File: src/rtl/tuner_serial_pkg.sv
package tuner_serial_pkg;

  // Control group carried only by the longest word
  localparam int CTRL_W  = 8;
  localparam int TEST_W  = 3;
  localparam int RATIO_W = 11;

  localparam logic [RATIO_W-1:0] RATIO_RSB_LOW = RATIO_W'(640);
  localparam logic [RATIO_W-1:0] RATIO_A_LOW   = RATIO_W'(1024);
  localparam logic [RATIO_W-1:0] RATIO_A_HIGH  = RATIO_W'(512);

  typedef struct packed {
    logic              cp;
    logic [TEST_W-1:0] test;
    logic              rsa;
    logic              rsb;
    logic              tune_off;
  } ctrl_t;

  function automatic logic [RATIO_W-1:0] ratio_of(input logic rsa, input logic rsb);
    logic [RATIO_W-1:0] r;
    if (!rsb)     r = RATIO_RSB_LOW;
    else if (rsa) r = RATIO_A_HIGH;
    else          r = RATIO_A_LOW;
    return r;
  endfunction

endpackage

File: src/rtl/tsr_front.sv
// Synchronizes the three serial wires and the reset release, and derives
// the qualified serial-clock edges and the enable fall.
module tsr_front #(
  parameter int SYNC_STAGES = 2
) (
  input  logic clk,
  input  logic rst_n,
  input  logic sen_i,
  input  logic sclk_i,
  input  logic sdat_i,
  output logic rst_core_n,
  output logic sen_act,
  output logic sdat_s,
  output logic sclk_rise,
  output logic sclk_fall,
  output logic sen_fall
);

  localparam int LAST = SYNC_STAGES - 1;

  logic [SYNC_STAGES-1:0] rst_pipe;
  logic [SYNC_STAGES-1:0] sen_pipe;
  logic [SYNC_STAGES-1:0] sclk_pipe;
  logic [SYNC_STAGES-1:0] sdat_pipe;
  logic                   sen_d;
  logic                   sclk_d;
  logic                   sen_s;
  logic                   sclk_s;

  always_ff @(posedge clk or negedge rst_n) begin
    if (!rst_n) begin
      rst_pipe  <= '0;
      sen_pipe  <= '0;
      sclk_pipe <= '0;
      sdat_pipe <= '0;
      sen_d     <= 1'b0;
      sclk_d    <= 1'b0;
    end else begin
      rst_pipe[0]  <= 1'b1;
      sen_pipe[0]  <= sen_i;
      sclk_pipe[0] <= sclk_i;
      sdat_pipe[0] <= sdat_i;
      for (int k = 1; k < SYNC_STAGES; k++) begin
        rst_pipe[k]  <= rst_pipe[k-1];
        sen_pipe[k]  <= sen_pipe[k-1];
        sclk_pipe[k] <= sclk_pipe[k-1];
        sdat_pipe[k] <= sdat_pipe[k-1];
      end
      sen_d  <= sen_pipe[LAST];
      sclk_d <= sclk_pipe[LAST];
    end
  end

  assign sen_s  = sen_pipe[LAST];
  assign sclk_s = sclk_pipe[LAST];
  assign sdat_s = sdat_pipe[LAST];

  // An edge counts when the enable was high in the cycle before it, so an
  // edge that coincides with the enable fall still belongs to the transfer.
  assign sen_act    = sen_d;
  assign sclk_rise  = sen_d & sclk_s & ~sclk_d;
  assign sclk_fall  = sen_d & ~sclk_s & sclk_d;
  assign sen_fall   = sen_d & ~sen_s;
  assign rst_core_n = rst_pipe[LAST];

endmodule

File: src/rtl/tsr_collect.sv
// Shift register and saturating bit counter. Exposes next-cycle values so the
// length decode at the enable fall sees a bit sampled in the same cycle.
module tsr_collect #(
  parameter int SHIFT_W = 15,
  parameter int CNT_W   = 5,
  parameter int BAND_W  = 4,
  parameter int DIV_W   = 15
) (
  input  logic               clk,
  input  logic               rst_n,
  input  logic               sen_act,
  input  logic               sdat_s,
  input  logic               sclk_rise,
  input  logic               sclk_fall,
  output logic [SHIFT_W-1:0] shift_q,
  output logic [SHIFT_W-1:0] shift_nx,
  output logic [CNT_W-1:0]   cnt_nx,
  output logic               band_hit,
  output logic               div_hit
);

  localparam logic [CNT_W-1:0] CNT_MAX  = '1;
  localparam logic [CNT_W-1:0] BAND_CNT = CNT_W'(BAND_W);
  localparam logic [CNT_W-1:0] DIV_CNT  = CNT_W'(BAND_W + DIV_W);

  logic [CNT_W-1:0] cnt_q;

  always_comb begin
    shift_nx = shift_q;
    cnt_nx   = cnt_q;
    if (!sen_act) begin
      shift_nx = '0;
      cnt_nx   = '0;
    end else if (sclk_fall) begin
      shift_nx = {shift_q[SHIFT_W-2:0], sdat_s};
      if (cnt_q != CNT_MAX) begin
        cnt_nx = cnt_q + 1'b1;
      end
    end
  end

  // Rising edge k arrives after k-1 sampled bits
  assign band_hit = sclk_rise && (cnt_q == BAND_CNT);
  assign div_hit  = sclk_rise && (cnt_q == DIV_CNT);

  always_ff @(posedge clk or negedge rst_n) begin
    if (!rst_n) begin
      shift_q <= '0;
      cnt_q   <= '0;
    end else begin
      shift_q <= shift_nx;
      cnt_q   <= cnt_nx;
    end
  end

endmodule

File: src/rtl/tsr_regs.sv
// Register bank: band field, divider and control group, with load strobes.
module tsr_regs
  import tuner_serial_pkg::*;
#(
  parameter int   BAND_W    = 4,
  parameter int   DIV_W     = 15,
  parameter int   CNT_W     = 5,
  parameter logic RSB_RESET = 1'b1
) (
  input  logic              clk,
  input  logic              rst_n,
  input  logic [DIV_W-1:0]  shift_q,
  input  logic [DIV_W-1:0]  shift_nx,
  input  logic [CNT_W-1:0]  cnt_nx,
  input  logic              band_hit,
  input  logic              div_hit,
  input  logic              sen_fall,
  output logic [BAND_W-1:0] band_q,
  output logic [DIV_W-1:0]  div_q,
  output ctrl_t             ctrl_q,
  output logic              freq_load_q,
  output logic              ctrl_load_q
);

  localparam int LEN_LONG  = BAND_W + DIV_W;
  localparam int LEN_SHORT = LEN_LONG - 1;
  localparam int LEN_FULL  = LEN_LONG + CTRL_W;

  localparam logic [CNT_W-1:0] CNT_SHORT = CNT_W'(LEN_SHORT);
  localparam logic [CNT_W-1:0] CNT_LONG  = CNT_W'(LEN_LONG);
  localparam logic [CNT_W-1:0] CNT_FULL  = CNT_W'(LEN_FULL);

  localparam ctrl_t CTRL_RESET = '{cp: 1'b0, test: '0, rsa: 1'b1,
                                   rsb: RSB_RESET, tune_off: 1'b1};

  logic [BAND_W-1:0] band_nx;
  logic [DIV_W-1:0]  div_nx;
  ctrl_t             ctrl_nx;
  logic              freq_load_nx;
  logic              ctrl_load_nx;
  logic [CTRL_W-1:0] ctrl_bits;

  assign ctrl_bits = shift_nx[CTRL_W-1:0];

  always_comb begin
    band_nx      = band_q;
    div_nx       = div_q;
    ctrl_nx      = ctrl_q;
    freq_load_nx = 1'b0;
    ctrl_load_nx = 1'b0;

    if (band_hit) begin
      band_nx = shift_q[BAND_W-1:0];
    end

    if (div_hit) begin
      div_nx       = shift_q;
      freq_load_nx = 1'b1;
    end

    if (sen_fall) begin
      case (cnt_nx)
        CNT_SHORT: begin
          div_nx       = {1'b0, shift_nx[DIV_W-2:0]};
          ctrl_nx.rsa  = 1'b1;
          freq_load_nx = 1'b1;
        end
        CNT_LONG: begin
          div_nx       = shift_nx;
          ctrl_nx.rsa  = 1'b0;
          freq_load_nx = 1'b1;
        end
        CNT_FULL: begin
          ctrl_nx.cp       = ctrl_bits[CTRL_W-1];
          ctrl_nx.test     = ctrl_bits[CTRL_W-2 -: TEST_W];
          ctrl_nx.rsa      = ctrl_bits[CTRL_W-2-TEST_W];
          ctrl_nx.rsb      = ctrl_bits[CTRL_W-3-TEST_W];
          ctrl_nx.tune_off = ctrl_bits[CTRL_W-4-TEST_W];
          ctrl_load_nx     = 1'b1;
        end
        default: begin
        end
      endcase
    end
  end

  always_ff @(posedge clk or negedge rst_n) begin
    if (!rst_n) begin
      band_q      <= '0;
      div_q       <= '0;
      ctrl_q      <= CTRL_RESET;
      freq_load_q <= 1'b0;
      ctrl_load_q <= 1'b0;
    end else begin
      band_q      <= band_nx;
      div_q       <= div_nx;
      ctrl_q      <= ctrl_nx;
      freq_load_q <= freq_load_nx;
      ctrl_load_q <= ctrl_load_nx;
    end
  end

endmodule

File: src/rtl/tsr_ratio.sv
// Reference-divider ratio decode from the two select bits.
module tsr_ratio
  import tuner_serial_pkg::*;
(
  input  logic               rsa,
  input  logic               rsb,
  output logic [RATIO_W-1:0] ratio
);

  always_comb begin
    ratio = ratio_of(rsa, rsb);
  end

endmodule

File: src/rtl/tuner_serial_ctrl.sv
module tuner_serial_ctrl
  import tuner_serial_pkg::*;
#(
  parameter int   SYNC_STAGES = 2,
  parameter int   BAND_W      = 4,
  parameter int   DIV_W       = 15,
  parameter logic RSB_RESET   = 1'b1
) (
  input  logic               clk,
  input  logic               rst_n,
  input  logic               sen_i,
  input  logic               sclk_i,
  input  logic               sdat_i,
  output logic [BAND_W-1:0]  band_o,
  output logic [DIV_W-1:0]   divider_o,
  output logic               rsa_o,
  output logic               rsb_o,
  output logic               cp_o,
  output logic               tune_off_o,
  output logic [TEST_W-1:0]  test_o,
  output logic [RATIO_W-1:0] ref_ratio_o,
  output logic               freq_load_o,
  output logic               ctrl_load_o
);

  localparam int WORD_FULL = BAND_W + DIV_W + CTRL_W;
  localparam int CNT_W     = $clog2(WORD_FULL + 2);

  logic             rst_core_n;
  logic             sen_act;
  logic             sdat_s;
  logic             sclk_rise;
  logic             sclk_fall;
  logic             sen_fall;
  logic [DIV_W-1:0] shift_q;
  logic [DIV_W-1:0] shift_nx;
  logic [CNT_W-1:0] cnt_nx;
  logic             band_hit;
  logic             div_hit;
  ctrl_t            ctrl_q;

  tsr_front #(
    .SYNC_STAGES(SYNC_STAGES)
  ) u_front (
    .clk       (clk),
    .rst_n     (rst_n),
    .sen_i     (sen_i),
    .sclk_i    (sclk_i),
    .sdat_i    (sdat_i),
    .rst_core_n(rst_core_n),
    .sen_act   (sen_act),
    .sdat_s    (sdat_s),
    .sclk_rise (sclk_rise),
    .sclk_fall (sclk_fall),
    .sen_fall  (sen_fall)
  );

  tsr_collect #(
    .SHIFT_W(DIV_W),
    .CNT_W  (CNT_W),
    .BAND_W (BAND_W),
    .DIV_W  (DIV_W)
  ) u_collect (
    .clk      (clk),
    .rst_n    (rst_core_n),
    .sen_act  (sen_act),
    .sdat_s   (sdat_s),
    .sclk_rise(sclk_rise),
    .sclk_fall(sclk_fall),
    .shift_q  (shift_q),
    .shift_nx (shift_nx),
    .cnt_nx   (cnt_nx),
    .band_hit (band_hit),
    .div_hit  (div_hit)
  );

  tsr_regs #(
    .BAND_W   (BAND_W),
    .DIV_W    (DIV_W),
    .CNT_W    (CNT_W),
    .RSB_RESET(RSB_RESET)
  ) u_regs (
    .clk        (clk),
    .rst_n      (rst_core_n),
    .shift_q    (shift_q),
    .shift_nx   (shift_nx),
    .cnt_nx     (cnt_nx),
    .band_hit   (band_hit),
    .div_hit    (div_hit),
    .sen_fall   (sen_fall),
    .band_q     (band_o),
    .div_q      (divider_o),
    .ctrl_q     (ctrl_q),
    .freq_load_q(freq_load_o),
    .ctrl_load_q(ctrl_load_o)
  );

  tsr_ratio u_ratio (
    .rsa  (ctrl_q.rsa),
    .rsb  (ctrl_q.rsb),
    .ratio(ref_ratio_o)
  );

  assign rsa_o      = ctrl_q.rsa;
  assign rsb_o      = ctrl_q.rsb;
  assign cp_o       = ctrl_q.cp;
  assign tune_off_o = ctrl_q.tune_off;
  assign test_o     = ctrl_q.test;

endmodule

File: config.mk
export PLATFORM = sky130hd
export DESIGN_NAME = tuner_serial_ctrl
export DESIGN_NICKNAME = d
export VERILOG_FILES = /design/src/rtl/tuner_serial_pkg.sv /design/src/rtl/tsr_front.sv /design/src/rtl/tsr_collect.sv /design/src/rtl/tsr_regs.sv /design/src/rtl/tsr_ratio.sv /design/src/rtl/tuner_serial_ctrl.sv
export SDC_FILE = /design/constraint.sdc
export NUM_CORES = 1
export LEC_CHECK = 0
export BUFFER_PORTS_ARGS = -buffer_cell sky130_fd_sc_hd__buf_2
export CORE_ASPECT_RATIO = 1.75
export CORE_UTILIZATION = 50
export CTS_CLUSTER_SIZE = 24
export DETAILED_ROUTE_END_ITERATION = 12
export PLACE_DENSITY = 0.69
export SYNTH_ARGS = -nofsm -noshare
export SYNTH_HDL_FRONTEND = slang
export SYNTH_SLANG_ARGS = --single-unit
File: constraint.sdc
create_clock -name clk -period 2.1 [get_ports clk]
set_input_delay 0.315 -clock clk [delete_from_list [all_inputs] [get_ports clk]]
set_output_delay 0.315 -clock clk [all_outputs]
set_load 0.05 [all_outputs]
==> impl_metrics.yaml <==
placement:
  dpl_cell_area_um2: 2910
  dp_slack_ps: 6.09
  place.gp.congestion: 0.963
  dp_hpwl_mm: 3.49
  portBuffers: 35
yosys:
  synth_seq_cells: 58
  ys.flop_type: "dfrtp_1"
  seq_area_frac_synth_pct: 56.2
  synth_area_leader_cell: "dfrtp_1"
  netlist_top_cells_area: "dfrtp_1, mux2_2, nand2_1, mux2_1, mux2_4"
  syn-cell-area_um2: 2590
  synth-edff-count: 0
  synth.distinct_cells: 38
  syn_area_per_cell_um2: 12.0
  async_flop_share_pct: 100
  synth_cells: 216
  yosysWarningCount: 0
  yosys.area.top_type_share_pct: 53.2
cells_and_area:
  drive_gt1_share_pct: 39.9
  fill_cells: 412
  nets: 275
  multi_input_area_um2: 1060
  final_cell_area_um2: 3190
  syn_to_final_growth_pct: 23.1
  diodes: 0
  seq_area_um2: 1460
routing:
  wl_met2_mm: 2.77
  wl_per_cell_um: 15.7
  wl_met1_mm: 1.98
  drt-pass1-iter-count: 4
  vias: 1730
  avgViaCountPerCell: 5.29
  drc_errors: 0
  highest_layer: "met4"
  met3_length_um: 232
  ant_nets: 0
  drt_iter0_drc: 31
  drt_wl_total_mm: 5.12
worst_setup_path:
  worstSetupPathType: "reg2reg"
  end_kind: "register"
  cp.arrival_ps: 2300
  r2r_slack_ps: 30
  crit_required_ps: 2330
  start_kind: "register"
  cp_max_fo: 7
sta:
  clock_skew_ps: 6.54
  finalSetupViolations: 0
  hold_viol: 0
  fin_ws_ps: 25.4
  fin_tns_setup_ps: 0
  fmaxAchievable_mhz: 482
  maxSlewViolCount: 0
  timing.hold.ws_ps: 80.3
  rsz0062_at_grt: "true"
  post-route-min-period_ps: 2070
  period_share_pct: 98.8
global_routing:
  grt_pass1_wl_mm: 8.40
  gr-total-overflow: 0
  grt_usage_pct: 20.9
  first_global_vias: 1762
  antenna_found_initial: 0
  grt_start_max_net_pins: 29
hold_path:
  hp-class: "in2reg"
floorplanning:
  chipHeight_um: 97.2
  die_w_um: 56.4
  die_area_um2: 5480
  start_util_pct: 52.0
  rows: 34
  coreArea_um2: 4980
  io_pins: 44
job:
  maxCapViolations: 0
pwr:
  irDropWorstVdd_mv: 0.833
  totalPowerFinal_w: 0.00239
  total_leakage_power_nw: 1.59
  pwr_density_cell_nw_per_um2: 749
outcome:
  status: "complete, no violations"
clock_network:
  cts_root_buffer: "clkbuf_8"
  htree_levels: 3
  clk_pin_slew_ps: 60
  clk_path_buf_depth: 2
  cts_setup_buffers: 0
  cts_tree: "built"
  clock-sinks: 58
  numCtsBuffers: 9
  clkLatencyLatePin_ps: 340
-- sequential cells by signal, indices dropped and copies added, names as in the netlist, 2 cells and up --
register           count
u_collect.cnt_q        5
u_collect.shift_q     15
u_front.rst_pipe       2
u_front.sclk_pipe      2
u_front.sdat_pipe      2
u_front.sen_pipe       2
u_regs.band_q          4
u_regs.ctrl_q          7
u_regs.div_q          15
-- cells in the mapped netlist (3+ instances only) --
library cell  count
dfrtp_1          55
nand2_1          36
mux2_2           22
a21oi_1          17
buf_4            10
mux2_1            9
inv_1             6
mux2_4            6
nand3_1           4
nor2_1            4
buf_2             3
clkbuf_1          3
dfstp_2           3
mux2i_1           3
-- layer usage --
metal / vias to the layer above / GRT usage [%]
met2: 46 / 35.0
met4: 0 / 12.2
met5: - / 0
met1: 852 / 22.8
li1: 821 / -
met3: 11 / 6.39
-- cell usage in the layout (no fill, tap or decap), drive strengths merged, types with 2 or more instances in the layout --
| cell type | Yosys | layout |
|---|---|---|
| nand4bb | 2 | 2 |
| bufinv | 0 | 2 |
| and3 | 2 | 2 |
| ha | 2 | 2 |
| mux2i | 4 | 4 |
| dfstp | 3 | 3 |
| clkbuf | 3 | 12 |
| a21oi | 17 | 17 |
| dfrtp | 55 | 55 |
| clkinvlp | 0 | 2 |
| conb | 2 | 9 |
| nor2b | 2 | 2 |
| inv | 6 | 6 |
| and3b | 2 | 2 |
| mux2 | 37 | 37 |
| nand2 | 37 | 37 |
| nor2 | 4 | 4 |
| o21ai | 3 | 3 |
| buf | 15 | 51 |
| nand3 | 5 | 5 |
| nor3 | 3 | 3 |
| nand4 | 2 | 2 |
| o21a | 2 | 2 |
-- cell families (layout without fill, tap and decap cells) --
group                    after synthesis  count (layout)  synth area share [%]
flip-flops                            58              58                  56.2
other                                  2               9                 0.290
buffers and inverters                 25              75                  5.80
AND/OR/NAND/NOR                       61              61                  11.6
multiplexers                          41              41                  19.0
XOR/XNOR                               1               1                 0.338
adder cells (fa/ha/maj)                2               2                 0.966
AO/OA/AOI/OAI                         26              26                  5.85
-- layout make-up --
| class | instances | share of cell area (%) |
|---|---|---|
| flip-flops and latches | 58 | 45.7 |
| clock buffers | 12 | 4.55 |
| inverters | 7 | 0.824 |
| repair buffers | 52 | 11.3 |
| well taps | 54 | 2.12 |
| multi-input cells | 140 | 33.2 |
| clock inverters | 4 | 2.36 |
-- path summary, 6_finish.rpt --
check,startpoint,endpoint,depth (start not counted)
max in group asynchronous,u_front.rst_pipe[1],u_regs.ctrl_q[2],1
max reg2reg,u_collect.cnt_q[0],u_regs.ctrl_q[3],7
max,u_collect.cnt_q[0],u_regs.ctrl_q[3],7
min,sdat_i,u_front.sdat_pipe[0],1
min in group asynchronous,u_front.rst_pipe[1],u_collect.cnt_q[3],0
min reg2reg,u_front.rst_pipe[1],u_collect.cnt_q[3],0
-- report_power, final --
group / internal, W / switching, W / leakage [nW]
combinational: 0.0000246 / 0.0000761 / 0.714
clock: 0.000701 / 0.000437 / 0.103
sequential: 0.00113 / 0.0000179 / 0.774
total: 0.00186 / 0.000531 / 1.59
-- critical path: stages, from the launching register on --
cell and delay [ps]:
dfrtp_1 420, ha_4 180, and3b_1 200, nand4bb_4 240
a22oi_2 240, and3b_2 250, buf_12 130, mux2_4 290
-- timing repair --
item	CTS	global route
pin swaps	1	2
resized for setup	0	8
endpoints found under the hold margin	10	0
hold buffers	1	0
cloned	0	0
setup endpoints to repair	2	14
-- per-stage QoR --
step / util, % / cells
3_3_place_gp: 58.5 / 310
4_1_cts: 63.1 / 327
2_1_floorplan: - / 223
6_report: 64.0 / 327
5_1_grt: 64.0 / 327
3_5_place_dp: 58.5 / 310
Power figures use the tool's default switching activity.
